<file path="config.mk">
export PLATFORM = sky130hd
export DESIGN_NAME = retx_irq_ctrl
export DESIGN_NICKNAME = d
export VERILOG_FILES = /design/src/rtl/retx_pkg.sv /design/src/rtl/retx_ack_timer.sv /design/src/rtl/retx_loss_cnt.sv /design/src/rtl/retx_seq_fsm.sv /design/src/rtl/retx_status_flags.sv /design/src/rtl/retx_irq_ctrl.sv
export SDC_FILE = /design/constraint.sdc
export NUM_CORES = 1
export LEC_CHECK = 0
export CAP_MARGIN = 20
export CORE_UTILIZATION = 50
export CTS_CLUSTER_SIZE = 8
export DETAILED_ROUTE_END_ITERATION = 10
export DONT_BUFFER_PORTS = 1
export PLACE_DENSITY = 0.72
export SKIP_CTS_REPAIR_TIMING = 1
export SLEW_MARGIN = 20
export SYNTH_ARGS = -nofsm -noshare
export SYNTH_HDL_FRONTEND = slang
export SYNTH_SLANG_ARGS = --single-unit
</file>
<file path="constraint.sdc">
create_clock -name clk -period 1.95 [get_ports clk]
set_input_delay 0.39 -clock clk [delete_from_list [all_inputs] [get_ports clk]]
set_output_delay 0.39 -clock clk [all_outputs]
set_load 0.005 [all_outputs]
</file>
<file path="src/rtl/retx_pkg.sv">
package retx_pkg;

  typedef enum logic [1:0] {
    ST_IDLE = 2'd0,
    ST_TX   = 2'd1,
    ST_WAIT = 2'd2
  } retx_state_e;

  localparam int NFLAGS      = 3;
  localparam int FLAG_RX_DR  = 0;
  localparam int FLAG_TX_DS  = 1;
  localparam int FLAG_MAX_RT = 2;

endpackage

</file>
<file path="src/rtl/retx_ack_timer.sv">
module retx_ack_timer #(
  parameter int CLK_HZ  = 50_000_000,
  parameter int STEP_US = 250,
  parameter int ARD_W   = 4
) (
  input  logic             clk,
  input  logic             rst_n,
  input  logic             load,
  input  logic             run,
  input  logic [ARD_W-1:0] ard,
  output logic             expired
);

  localparam int STEP_CYC = int'((64'(CLK_HZ) * 64'(STEP_US)) / 64'd1_000_000);
  localparam int MAX_CYC  = (2 ** ARD_W) * STEP_CYC;
  localparam int TMR_W    = $clog2(MAX_CYC + 1);

  logic [TMR_W-1:0] cnt_q, cnt_d, load_val;
  logic             cnt_en, cnt_nz;

  always_comb begin
    load_val = TMR_W'((int'(ard) + 1) * STEP_CYC - 1);
  end

  assign cnt_nz  = |cnt_q;
  assign expired = run & ~cnt_nz;
  assign cnt_en  = load | (run & cnt_nz);

  always_comb begin
    if (load) cnt_d = load_val;
    else      cnt_d = cnt_q - 1'b1;
  end

  always_ff @(posedge clk or negedge rst_n) begin
    if (!rst_n)      cnt_q <= '0;
    else if (cnt_en) cnt_q <= cnt_d;
  end


  load_clears_expiry_chk: assert property (@(posedge clk) disable iff (!rst_n)
    load |=> !expired);

endmodule

</file>
<file path="src/rtl/retx_loss_cnt.sv">
module retx_loss_cnt #(
  parameter int CNT_W = 4
) (
  input  logic             clk,
  input  logic             rst_n,
  input  logic             pkt_start,
  input  logic             retry,
  input  logic             loss,
  input  logic             ch_wr,
  output logic [CNT_W-1:0] arc_cnt,
  output logic [CNT_W-1:0] plos_cnt
);

  localparam logic [CNT_W-1:0] CNT_MAX = {CNT_W{1'b1}};

  logic [CNT_W-1:0] arc_q, arc_d, plos_q, plos_d;
  logic             arc_en, plos_en;

  assign arc_en = pkt_start | retry;
  always_comb begin
    if (pkt_start) arc_d = '0;
    else           arc_d = arc_q + 1'b1;
  end

  assign plos_en = ch_wr | (loss & (plos_q != CNT_MAX));
  always_comb begin
    if (ch_wr) plos_d = '0;
    else       plos_d = plos_q + 1'b1;
  end

  always_ff @(posedge clk or negedge rst_n) begin
    if (!rst_n) begin
      arc_q  <= '0;
      plos_q <= '0;
    end else begin
      if (arc_en)  arc_q  <= arc_d;
      if (plos_en) plos_q <= plos_d;
    end
  end

  assign arc_cnt  = arc_q;
  assign plos_cnt = plos_q;


  plos_clear_chk: assert property (@(posedge clk) disable iff (!rst_n)
    ch_wr |=> plos_cnt == '0);

  plos_monotonic_chk: assert property (@(posedge clk) disable iff (!rst_n)
    !ch_wr |=> plos_cnt >= $past(plos_cnt));

  arc_restart_chk: assert property (@(posedge clk) disable iff (!rst_n)
    pkt_start |=> arc_cnt == '0);

endmodule

</file>
<file path="src/rtl/retx_seq_fsm.sv">
module retx_seq_fsm
  import retx_pkg::*;
#(
  parameter int CNT_W = 4
) (
  input  logic             clk,
  input  logic             rst_n,
  input  logic             tx_start,
  input  logic             pkt_no_ack,
  input  logic             aa_en,
  input  logic             tx_done,
  input  logic             ack_rx,
  input  logic             expired,
  input  logic             max_rt,
  input  logic [CNT_W-1:0] arc,
  input  logic [CNT_W-1:0] arc_cnt,
  output logic             tx_req,
  output logic             rx_req,
  output logic             tmr_load,
  output logic             tmr_run,
  output logic             pkt_start,
  output logic             retry,
  output logic             loss,
  output logic             set_tx_ds,
  output logic             set_max_rt
);

  retx_state_e state_q, state_d;
  logic        noack_q, noack_d;

  always_comb begin
    state_d    = state_q;
    noack_d    = noack_q;
    tmr_load   = 1'b0;
    tmr_run    = 1'b0;
    pkt_start  = 1'b0;
    retry      = 1'b0;
    loss       = 1'b0;
    set_tx_ds  = 1'b0;
    set_max_rt = 1'b0;
    unique case (state_q)
      ST_IDLE: begin
        if (tx_start && !max_rt) begin
          state_d   = ST_TX;
          pkt_start = 1'b1;
          noack_d   = pkt_no_ack | ~aa_en;
        end
      end
      ST_TX: begin
        if (tx_done) begin
          if (noack_q) begin
            state_d   = ST_IDLE;
            set_tx_ds = 1'b1;
          end else begin
            state_d  = ST_WAIT;
            tmr_load = 1'b1;
          end
        end
      end
      ST_WAIT: begin
        tmr_run = 1'b1;
        if (ack_rx) begin
          state_d   = ST_IDLE;
          set_tx_ds = 1'b1;
        end else if (expired) begin
          loss = 1'b1;
          if (arc_cnt < arc) begin
            state_d = ST_TX;
            retry   = 1'b1;
          end else begin
            state_d    = ST_IDLE;
            set_max_rt = 1'b1;
          end
        end
      end
      default: state_d = ST_IDLE;
    endcase
  end

  always_ff @(posedge clk or negedge rst_n) begin
    if (!rst_n) begin
      state_q <= ST_IDLE;
      noack_q <= 1'b0;
    end else begin
      state_q <= state_d;
      noack_q <= noack_d;
    end
  end

  assign tx_req = (state_q == ST_TX);
  assign rx_req = (state_q == ST_WAIT);


  lockout_chk: assert property (@(posedge clk) disable iff (!rst_n)
    (state_q == ST_IDLE && max_rt) |=> state_q == ST_IDLE);

  ack_priority_chk: assert property (@(posedge clk) disable iff (!rst_n)
    (ack_rx && rx_req) |=> (!rx_req && !tx_req));

  noack_no_window_chk: assert property (@(posedge clk) disable iff (!rst_n)
    (tx_req && tx_done && noack_q) |=> !rx_req);

endmodule

</file>
<file path="src/rtl/retx_status_flags.sv">
module retx_status_flags
  import retx_pkg::*;
(
  input  logic              clk,
  input  logic              rst_n,
  input  logic [NFLAGS-1:0] set,
  input  logic [NFLAGS-1:0] clr,
  input  logic [NFLAGS-1:0] mask,
  output logic [NFLAGS-1:0] flag,
  output logic              irq_n
);

  for (genvar i = 0; i < NFLAGS; i++) begin : g_flag
    logic q, d, en;
    assign en = set[i] | clr[i];
    assign d  = set[i] | (q & ~clr[i]);
    always_ff @(posedge clk or negedge rst_n) begin
      if (!rst_n)  q <= 1'b0;
      else if (en) q <= d;
    end
    assign flag[i] = q;


    set_wins_chk: assert property (@(posedge clk) disable iff (!rst_n)
      set[i] |=> flag[i]);

    w1c_chk: assert property (@(posedge clk) disable iff (!rst_n)
      (clr[i] && !set[i]) |=> !flag[i]);
  end

  assign irq_n = ~|(flag & ~mask);

endmodule

</file>
<file path="src/rtl/retx_irq_ctrl.sv">
module retx_irq_ctrl
  import retx_pkg::*;
#(
  parameter int CLK_HZ  = 50_000_000,
  parameter int STEP_US = 250,
  parameter int CNT_W   = 4
) (
  input  logic             clk,
  input  logic             rst_n,
  input  logic             tx_start,
  input  logic             pkt_no_ack,
  input  logic             aa_en,
  input  logic [CNT_W-1:0] ard,
  input  logic [CNT_W-1:0] arc,
  input  logic             tx_done,
  input  logic             ack_rx,
  input  logic             rx_dr_set,
  input  logic             ch_wr,
  input  logic             clr_rx_dr,
  input  logic             clr_tx_ds,
  input  logic             clr_max_rt,
  input  logic             mask_rx_dr,
  input  logic             mask_tx_ds,
  input  logic             mask_max_rt,
  output logic             radio_tx_req,
  output logic             radio_rx_req,
  output logic             rx_dr,
  output logic             tx_ds,
  output logic             max_rt,
  output logic [CNT_W-1:0] arc_cnt,
  output logic [CNT_W-1:0] plos_cnt,
  output logic             irq_n
);

  logic [1:0] rst_sync_q;
  logic       rst_core_n;

  always_ff @(posedge clk or negedge rst_n) begin
    if (!rst_n) rst_sync_q <= 2'b00;
    else        rst_sync_q <= {rst_sync_q[0], 1'b1};
  end
  assign rst_core_n = rst_sync_q[1];

  logic tmr_load, tmr_run, expired;
  logic pkt_start, retry, loss, set_tx_ds, set_max_rt;
  logic [NFLAGS-1:0] flag_set, flag_clr, flag_mask, flags;

  retx_ack_timer #(
    .CLK_HZ (CLK_HZ),
    .STEP_US(STEP_US),
    .ARD_W  (CNT_W)
  ) u_timer (
    .clk    (clk),
    .rst_n  (rst_core_n),
    .load   (tmr_load),
    .run    (tmr_run),
    .ard    (ard),
    .expired(expired)
  );

  retx_seq_fsm #(.CNT_W(CNT_W)) u_fsm (
    .clk       (clk),
    .rst_n     (rst_core_n),
    .tx_start  (tx_start),
    .pkt_no_ack(pkt_no_ack),
    .aa_en     (aa_en),
    .tx_done   (tx_done),
    .ack_rx    (ack_rx),
    .expired   (expired),
    .max_rt    (max_rt),
    .arc       (arc),
    .arc_cnt   (arc_cnt),
    .tx_req    (radio_tx_req),
    .rx_req    (radio_rx_req),
    .tmr_load  (tmr_load),
    .tmr_run   (tmr_run),
    .pkt_start (pkt_start),
    .retry     (retry),
    .loss      (loss),
    .set_tx_ds (set_tx_ds),
    .set_max_rt(set_max_rt)
  );

  retx_loss_cnt #(.CNT_W(CNT_W)) u_cnt (
    .clk      (clk),
    .rst_n    (rst_core_n),
    .pkt_start(pkt_start),
    .retry    (retry),
    .loss     (loss),
    .ch_wr    (ch_wr),
    .arc_cnt  (arc_cnt),
    .plos_cnt (plos_cnt)
  );

  always_comb begin
    flag_set              = '0;
    flag_clr              = '0;
    flag_mask             = '0;
    flag_set[FLAG_RX_DR]  = rx_dr_set;
    flag_set[FLAG_TX_DS]  = set_tx_ds;
    flag_set[FLAG_MAX_RT] = set_max_rt;
    flag_clr[FLAG_RX_DR]  = clr_rx_dr;
    flag_clr[FLAG_TX_DS]  = clr_tx_ds;
    flag_clr[FLAG_MAX_RT] = clr_max_rt;
    flag_mask[FLAG_RX_DR]  = mask_rx_dr;
    flag_mask[FLAG_TX_DS]  = mask_tx_ds;
    flag_mask[FLAG_MAX_RT] = mask_max_rt;
  end

  retx_status_flags u_flags (
    .clk  (clk),
    .rst_n(rst_core_n),
    .set  (flag_set),
    .clr  (flag_clr),
    .mask (flag_mask),
    .flag (flags),
    .irq_n(irq_n)
  );

  assign rx_dr  = flags[FLAG_RX_DR];
  assign tx_ds  = flags[FLAG_TX_DS];
  assign max_rt = flags[FLAG_MAX_RT];


  retry_bound_chk: assert property (@(posedge clk) disable iff (!rst_core_n)
    (radio_rx_req || radio_tx_req) |-> arc_cnt <= arc || $changed(arc));

endmodule

</file>
==> results.txt, run 1 <==
Main synth FF type - dfrtp_1
DP Wirelength - 6.31 mm
Max cap viols - 0
Layout cells sized above 1 - 0.435
Cts bufs inserted - 5
PortBufs - 0
Synth Instances - 355
Status - finished with violations
Startpoint class of the critical path - input port
Tot Pwr - 4.96 mW
Die Y - 81.8 um
Flop and latch count out of synthesis - 34
DRC - 0
Initial antenna violation count - 0
Clock Skew - 0.0115 ns
Worst-path clk slew - 0.08 ns
DIE AREA - 6700 sq um
RSZ-0062 raised after global routing - true
Number of DRC markers in iteration 0 - 156
Final min period - 3.66 ns
Slew @ Worst Pin - 0.608 ns
Mapped cell area - 3190 sq um
# nets final - 527
Core area - 6030 sq um
Finish-stage setup viols - 27
Final period util - 1.88
Setup ws final - -1.71 ns
Post-DP Area - 4230 sq um
Post-synth EDFFs - 0
H-tree lvl count - 2
Post-Route WL - 10.1 mm
Die width - 81.8 um
Required @ worst endpoint - 2.13 ns
Met2 Use GR - 0.413
Worst vdd ir - 0.717 mV
Crit Path Category - in2reg
Starting Density - 0.529
Synthesis warning total - 0
CTS tree - built
Worst Path Max Fanout - 6
Final Hold Viols - 0
Mapped Nets - 419
Area added between synthesis and finish - 51.1%
GR Util met1 - 0.334
Unique cell type count in the Yosys netlist - 63
Met3 usage - 0.0433
Post-route ant nets - 0
Leak - 2.15 nW
Clock sink total - 34
Core Util, Final - 0.799
Grt peak-use layer - met2
Largest net degree at the start of global routing - 22
Routability cong. - 0.841
Vias in the first global route - 2873
Global Route Usage Sum - 0.252
Final Slew Violations - 0
Ys async rst share - 1.00
Seq/Total Area, Yosys - 0.267
GRT Residual Overflow - 0
Clock Path Buffers - 2
Ports - 37
Via count - 3165
Row cnt - 28
Hold Crit Class - in2reg
Fillers - 342
Crit path DAT - 3.85 ns
Highest clock rate - 0.273 GHz
DR pass1 iterations - 6
Clk Latency, worst-skew pair - 0.30 ns
Avg Cell Area, Syn - 8.98 sq um
Global-route wire length before repair - 12.9 mm
Root Driver - clkbuf_8
Pwr Density - 1030 nW/um^2
Design Area, Final - 4820 sq um
Setup crit end kind - flop
Setup TNS - -17.15 ns
Failing checks - negative setup slack
Relative slew slack - 0.595
Via density - 5.87
WL per Instance - 18.8 um
ANT cells - 0
==> layer usage <==
| metal | wire length (um) | up-vias |
|---|---|---|
| met3 | 521 | 33 |
| met1 | 4280 | 1531 |
| met5 | 0 | - |
| li1 | - | 1471 |
| met2 | 5070 | 130 |
| met4 | 254 | 0 |
==> power breakdown <==
part	switching (mW)	internal (mW)
sequential	0.206	0.935
combinational	1.53	1.61
clock	0.297	0.380
==> through the flow <==
| stage | instances | setup WS, ns | hold WS, ns |
|---|---|---|---|
| 2_1_floorplan | 355 | -1.83 | 0.0944 |
| 3_3_place_gp | 525 | -1.86 | 0.0945 |
| 3_5_place_dp | 525 | -2.01 | 0.0945 |
| 4_1_cts | 533 | -1.71 | -0.229 |
| 5_1_grt | 539 | -1.79 | 0.128 |
| 6_report | 539 | -1.71 | 0.139 |
==> layout by cell type, fill, tap and decap left out, drive strengths merged, types with 4 or more instances in the layout <==
master	netlist	final
nor3b	5	5
dfrtp	34	34
and3	4	4
nor2	27	27
fa	4	4
inv	36	35
nand4	8	8
buf	2	106
a211oi	4	4
nor4	5	5
o211ai	4	4
a31oi	5	5
nand2	28	28
or4	4	4
or3	5	5
o21ai	23	23
mux2i	6	6
xor2	16	16
a21oi	12	12
a21o	6	6
ha	37	37
nor3	8	8
clkbuf	4	5
xnor2	24	24
nand3	5	5
==> state kept, by name, indices dropped and copies added (netlist names) <==
register and flops:
u_fsm.noack_q 1, u_cnt.arc_cnt 4, rst_sync_q 2, u_flags.g_flag.q 3, u_cnt.plos_cnt 4, u_timer.cnt_q 18, u_fsm.state_q 2
==> area by class of cell <==
cell class	instances	area [sq um]	share of cell area
Timing Repair Buffer	107	875	0.182
Clock buffer	5	68.8	0.0143
Clock inverter	3	45.0	0.00935
Sequential cell	34	851	0.177
Inverter	36	139	0.0288
Tap cell	75	93.8	0.0195
Multi-Input combinational cell	279	2740	0.570
==> worst max-delay path, cell delays in order <==
cell and delay (ns):
clkinvlp_4 0.08, ha_4 0.33, xnor2_4 0.14, ha_4 0.23, fa_1 0.56, inv_2 0.05, fa_2 0.34, nand2b_4 0.18
a211o_4 0.36, a2111oi_4 0.42, o211ai_4 0.13, a211o_2 0.32, o21ai_2 0.11, and4b_1 0.19
==> final timing paths <==
| check | startpoint | end | slack, ns | depth (start not counted) |
|---|---|---|---|---|
| worst max-delay path | ard[0] | u_timer.cnt_q[17] | -1.71 | 14 |
| worst min-delay path | ch_wr | u_cnt.plos_cnt[0] | 0.14 | 1 |
| worst max register to register | u_timer.cnt_q[6] | u_timer.cnt_q[7] | -0.34 | 8 |
| max in group asynchronous | rst_sync_q[1] | u_flags.g_flag[0].q | 1.16 | 1 |
| worst min register to register | rst_sync_q[1] | u_cnt.plos_cnt[0] | 0.25 | 0 |
| min in group asynchronous | rst_sync_q[1] | u_cnt.plos_cnt[0] | 0.25 | 0 |
==> cell usage after synthesis (all sizes together), types with 6 or more instances <==
cell	n	area (sq um)
nand2	28	108
xnor2	24	210
o21ai	23	115
dfrtp	34	851
inv	36	135
xor2	16	140
nor3	8	51.3
a21oi	12	63.8
nand4	8	56.3
nor2	27	106
ha	37	463
a21o	6	45.0
mux2i	6	60.1
==> logic make-up (layout without fill, tap and decap cells) <==
logic type,Yosys count,after routing,synth area share
AOI/OAI and AO/OA,76,76,0.177
xor gates and xnor gates,41,41,0.117
adders and majority gates,41,41,0.170
buffers and inverters,42,151,0.0530
DFF,34,34,0.267
muxes,6,6,0.0188
other,1,1,0.00118
and+or+nand+nor,114,114,0.195
Note: power is estimated with default switching activity, not from simulation.
==> inputs of run 2 (changes only) <==
- CELL_PAD_IN_SITES_DETAIL_PLACEMENT: unset -> 1
- CELL_PAD_IN_SITES_GLOBAL_PLACEMENT: unset -> 1
- CORE_UTILIZATION: 50 -> 49
- PLACE_DENSITY: 0.72 -> 0.87
- REMOVE_ABC_BUFFERS: unset -> 1
- clock period: 1.95 -> 4.09 ns (I/O delays scaled with it)
==> run 2 against run 1 <==
Effect of this change:
- sequential share of layout area grew 4.2 points
- critical path type unchanged
- die area grew 2.0%
- the run still ends with negative setup slack left
- design area shrank 19%
- critical endpoint unchanged
==> results.txt, run 2 (synthesis results as in run 1) <==
Status - finished with violations
Failing checks - negative setup slack
Post-Route WL - 10.1 mm (-0.50%)
Placed Cells - 478 (-9.0%)
CTS tree - built
Max cap viols - 0 (unchanged)
Core area - 6310 sq um (+4.8%)
DIE AREA - 6830 sq um (+2.0%)
Clk Latency, worst-skew pair - 0.29 ns (about the same)
Initial antenna violation count - 0 (unchanged)
Startpoint class of the critical path - input port
Area added between synthesis and finish - 22.0%
Register area - 851 sq um (unchanged)
Final Slew Violations - 0 (unchanged)
Final period util - 1.05
Most common cell after layout, fill and taps aside - buf_4
Combinational share of power - 0.552 (-0.081)
PortBufs - 0 (unchanged)
Highest clock rate - 0.234 GHz
Clock group share of total power - 0.129 (-0.008)
Clock Skew - 0.00445 ns (-0.00701 ns)
Required @ worst endpoint - 4.32 ns (+2.19 ns)
Pwr Density - 463 nW/um^2 (-55%)
Layout cells sized above 1 - 0.251 (-0.184)
Global-route wire length before repair - 14.4 mm (+11%)
Max reg flops - 18 (unchanged)
Number of DRC markers in iteration 0 - 83 (-47%)
Setup crit end kind - flop
Cts bufs inserted - 5 (unchanged)
DRC - 0 (unchanged)
Largest Register - u_timer.cnt_q
Worst Path Max Fanout - 6 (unchanged)
Hold Crit Class - in2async
WL per Instance - 20.7 um (+10%)
H-tree lvl count - 2 (unchanged)
# nets final - 474 (-10%)
Fillers - 722 (+110%)
Row cnt - 29 (+3.6%)
WHS - 0.218 ns (+0.0784 ns)
Clock Path Buffers - 2 (unchanged)
Post-DP Area - 3640 sq um (-14%)
DR pass1 iterations - 4 (-2)
Ports - 37 (unchanged)
Worst slack, placed - -0.672 ns (+1.34 ns)
Relative slew slack - 0.598 (+0.00291)
Routability cong. - 0.797 (-5.2%)
Worst vdd ir - 0.305 mV (-57%)
GRT Residual Overflow - 0 (unchanged)
Via density - 6.00 (+2.2%)
Tot Pwr - 1.80 mW (-64%)
Design Area, Final - 3890 sq um (-19%)
Crit Path Category - in2reg
Largest net degree at the start of global routing - 33 (+50%)
Die width - 82.6 um (+0.99%)
Worst-path clk slew - 0.06 ns (-0.02 ns)
Post-route ant nets - 0 (unchanged)
Internal - 1.02 mW (-65%)
Crit path top cell by count - ha_4
Core Util, Final - 0.616 (-0.183)
Vias in the first global route - 3042 (+5.9%)
RSZ-0062 raised after global routing - true
Global Route Usage Sum - 0.286 (+0.0340)
Setup ws final - -0.187 ns (+1.52 ns)
Via count - 2922 (-7.7%)
Worst-path cell chain - ha_4 > xor2_2 > ha_1 > ha_4 > fa_1 > inv_2 > fa_2 > nand2b_4 > a211o_1 > a21oi_2 > o21ai_2 > a2111o_1 > mux2i_1 > and4b_1
Sequential share of power - 0.319 (+0.089)
Sw Ratio - 0.434 (+0.0229)
Slew @ Worst Pin - 0.602 ns (-0.00618 ns)
Starting Density - 0.505 (-0.0241)
Footprint of the multi-input gates - 2320 sq um (-15%)
Commonest non-fill, non-tap cells in the layout - buf_4, inv_1, dfrtp_1, ha_1, nand2_1
ANT cells - 0 (unchanged)
Leak - 1.77 nW (-18%)
Setup TNS - -0.366 ns (+16.78 ns)
Crit path DAT - 4.51 ns (+0.66 ns)
CP max stage delay - 0.58 ns (+0.02 ns)
Max stage delay cell, worst path - fa_1
Final instance count without filler cells - 487 (-9.6%)
Sw Pwr - 0.781 mW (-62%)
Final min period - 4.28 ns
Finish-stage setup viols - 3 (-89%)
Die Y - 82.6 um (+0.99%)
Clock sink total - 34 (unchanged)
DP Wirelength - 7.11 mm (+13%)
Final Hold Viols - 0 (unchanged)
Root Driver - clkbuf_8
[run 2: worst max-delay path, delay by kind of cell]
family | cells | cell delay, ns
adder cells (fa/ha/maj) | 5 | 1.67
buffers and inverters | 1 | 0.06
AND/OR/NAND/NOR | 2 | 0.38
XOR/XNOR | 1 | 0.18
AO/OA/AOI/OAI | 4 | 1.19
multiplexers | 1 | 0.21
[run 2: per-layer routing]
metal  wire, um  GRT usage
met5          0          0
met4        439      0.112
met3        273     0.0549
met2       5520      0.565
met1       3840      0.290
[run 2: power groups by stage]
stage | sequential, mW | clock, mW | combinational (mW)
finish | 0.575 | 0.233 | 0.993
global route | 0.592 | 0.248 | 1.09
global placement | 0.558 | 0 | 0.828
CTS | 0.572 | 0.235 | 0.902
detailed placement | 0.574 | 0 | 0.888
floorplan | 0.546 | 0 | 0.595
[run 2: cell type report]
| type | instances | share of cell area |
|---|---|---|
| clock buffer | 7 | 0.0196 |
| tap | 77 | 0.0248 |
| sequential | 34 | 0.219 |
| multi-input combinational | 279 | 0.598 |
| timing repair buffer | 54 | 0.104 |
| inverter | 36 | 0.0348 |
[run 2: final timing paths]
kind	start	slack, ns	endpoint	depth (start not counted)
setup / recovery	ard[0]	-0.19	u_timer.cnt_q[17]	14
hold / removal	rst_n	0.22	rst_sync_q[1]	0
setup reg to reg	u_timer.cnt_q[0]	1.56	u_cnt.arc_cnt[3]	9
hold reg to reg	rst_sync_q[1]	0.28	u_timer.cnt_q[4]	1
max in group asynchronous	rst_sync_q[1]	3.50	u_cnt.plos_cnt[0]	1
min in group clk	rst_sync_q[0]	0.35	rst_sync_q[1]	0
==> inputs of run 3 (changes only) <==
- CORE_UTILIZATION: 49 -> 45
- PLACE_DENSITY: 0.87 -> unset
- PLACE_DENSITY_LB_ADDON: unset -> 0.1
- clock period: 4.09 -> 3.8 ns (I/O delays scaled with it)
==> run 3 against run 2 <==
Effect of this change:
- the run still ends with negative setup slack left
- setup slack worse by 0.15 ns
- first-iteration DRC count is 30% lower
- cell count is 5.5% higher
- register-to-register slack worse by 0.29 ns
- design area is 3.1% higher
- sequential power is 5.4% higher
- non-clock buffer count is 7 higher
- critical path depth stayed put
- sequential share of layout area is 0.66 points lower
- combinational power is 4% higher
- highest routed layer unchanged
==> results.txt, run 3 (synthesis results as in run 1) <==
Row cnt - 30 (+3.4%)
DIE AREA - 7420 sq um (+8.7%)
Launch point of the worst reg-to-reg path - u_timer.cnt_q[0]
R2R cell count - 9 (unchanged)
Max reg flops - 18 (unchanged)
Commonest non-fill, non-tap cells in the layout - buf_4, inv_1, dfrtp_1, ha_1, nand2_1
Leak - 1.82 nW (+2.8%)
Initial antenna violation count - 0 (unchanged)
Setup ws final - -0.341 ns (-0.153 ns)
Cts bufs inserted - 5 (unchanged)
Final Slew Violations - 0 (unchanged)
Post-Route WL - 8.07 mm (-20%)
GRT Residual Overflow - 0 (unchanged)
Global Route Usage Sum - 0.226 (-0.0605)
Sw Pwr - 0.772 mW (-1.1%)
Startpoint class of the critical path - input port
Reg2Reg Setup Slack - 1.27 ns (-0.29 ns)
Clock Skew - 0.00627 ns (+0.00182 ns)
Largest net degree at the start of global routing - 33 (unchanged)
Finish-stage setup viols - 6 (+3)
Post-route ant nets - 0 (unchanged)
Worst vdd ir - 0.180 mV (-41%)
Layout cells sized above 1 - 0.270 (+0.0191)
Worst flop-to-flop path endpoint - u_cnt.arc_cnt[3]
Clk Latency, worst-skew pair - 0.29 ns (about the same)
Clock group share of total power - 0.159 (+0.030)
Final period util - 1.09
Critical Path Start - ard[0]
DR pass1 iterations - 4 (unchanged)
Setup crit end kind - flop
Status - finished with violations
Required @ worst endpoint - 3.98 ns (-0.34 ns)
Routability cong. - 0.849 (+6.5%)
Pwr Density - 484 nW/um^2 (+4.6%)
Via density - 5.41 (-9.9%)
Die width - 86.2 um (+4.2%)
Sw Ratio - 0.398 (-0.0359)
# nets final - 481 (+1.5%)
Fillers - 798 (+11%)
Global-route wire length before repair - 13.2 mm (-7.9%)
Crit path DAT - 4.32 ns (-0.19 ns)
DRC - 0 (unchanged)
Worst slack, placed - -0.869 ns (-0.197 ns)
Vias in the first global route - 2959 (-2.7%)
Clock Path Buffers - 2 (unchanged)
Clock sink total - 34 (unchanged)
Internal - 1.17 mW (+15%)
CTS tree - built
DP Wirelength - 6.47 mm (-9.0%)
Core area - 6830 sq um (+8.2%)
Most common cell after layout, fill and taps aside - buf_4
Failing checks - negative setup slack
Die Y - 86.2 um (+4.2%)
H-tree lvl count - 2 (unchanged)
Combinational share of power - 0.528 (-0.024)
Largest Register - u_timer.cnt_q
Relative slew slack - 0.613 (+0.0156)
PortBufs - 0 (unchanged)
Starting Density - 0.466 (-0.0383)
RSZ-0062 raised after global routing - true
Via count - 2779 (-4.9%)
Crit Path Category - in2reg
Final min period - 4.14 ns
Worst-path clk slew - 0.07 ns (about the same)
Root Driver - clkbuf_8
WHS - 0.158 ns (-0.0592 ns)
Number of DRC markers in iteration 0 - 58 (-30%)
Worst Path Max Fanout - 6 (unchanged)
Area added between synthesis and finish - 25.8%
Ports - 37 (unchanged)
Max cap viols - 0 (unchanged)
WL per Instance - 15.7 um (-24%)
ANT cells - 0 (unchanged)
Final Hold Viols - 0 (unchanged)
Slew @ Worst Pin - 0.580 ns (-0.0216 ns)
Sequential share of power - 0.312 (-0.007)
Hold Crit Class - in2async
Highest clock rate - 0.242 GHz
-- run 3: cell types whose count changed in the layout (fill, tap and decap cells not counted), sizes merged --
cell / change
clkbuf: +1
buf: +7
-- run 3: metal layers --
metal,track usage,part of all wire,vias up
met3,0.0260,0.019,5
met2,0.448,0.55,39
met5,0,0,-
met4,0.0545,0.0077,0
met1,0.252,0.42,1360
li1,-,-,1375
-- run 3: stage by stage --
step / instances / TNS [ns] / power [mW] / utilization / instance area (sq um)
global placement: 506 / -3.68 / 1.53 / 0.547 / 3740
floorplan: 349 / -3.08 / 1.23 / - / 3150
CTS: 514 / -2.29 / 1.90 / 0.563 / 3850
finish: 514 / -1.25 / 1.94 / 0.587 / 4010
detailed placement: 506 / -4.75 / 1.58 / 0.547 / 3740
global route: 514 / -2.82 / 2.10 / 0.587 / 4010
-- run 3: layout make-up --
type,count,area [sq um],share of cell area
timing repair buffer,61,458,0.114
clock buffer,8,110,0.0275
inverter,36,135,0.0337
sequential,34,851,0.212
tap,96,120,0.0300
multi-input combinational,279,2330,0.582
-- run 3: power groups by stage --
stage	registers (mW)	logic [mW]	clock network (mW)
CTS	0.605	0.975	0.323
detailed placement	0.611	0.965	0
floorplan	0.588	0.641	0
finish	0.606	1.03	0.310
global route	0.622	1.14	0.333
global placement	0.602	0.932	0
-- run 3: worst max-delay path by stage --
stage                             end  slack [ns]
finish              u_timer.cnt_q[17]       -0.34
detailed placement  u_timer.cnt_q[17]       -0.87
CTS                 u_timer.cnt_q[17]       -0.54
floorplan           u_timer.cnt_q[16]       -0.73
global route        u_timer.cnt_q[17]       -0.55
global placement    u_timer.cnt_q[17]       -0.71
-- run 3: worst max-delay path, stage by stage --
cell and delay, ns:
ha_4 0.16, xor2_2 0.18, ha_1 0.34, ha_4 0.18, fa_1 0.57, inv_1 0.07
fa_2 0.34, nand2b_4 0.17, a211oi_1 0.36, o21ai_0 0.18, and2_2 0.21, a2111o_1 0.45
mux2i_1 0.15, and4b_1 0.20
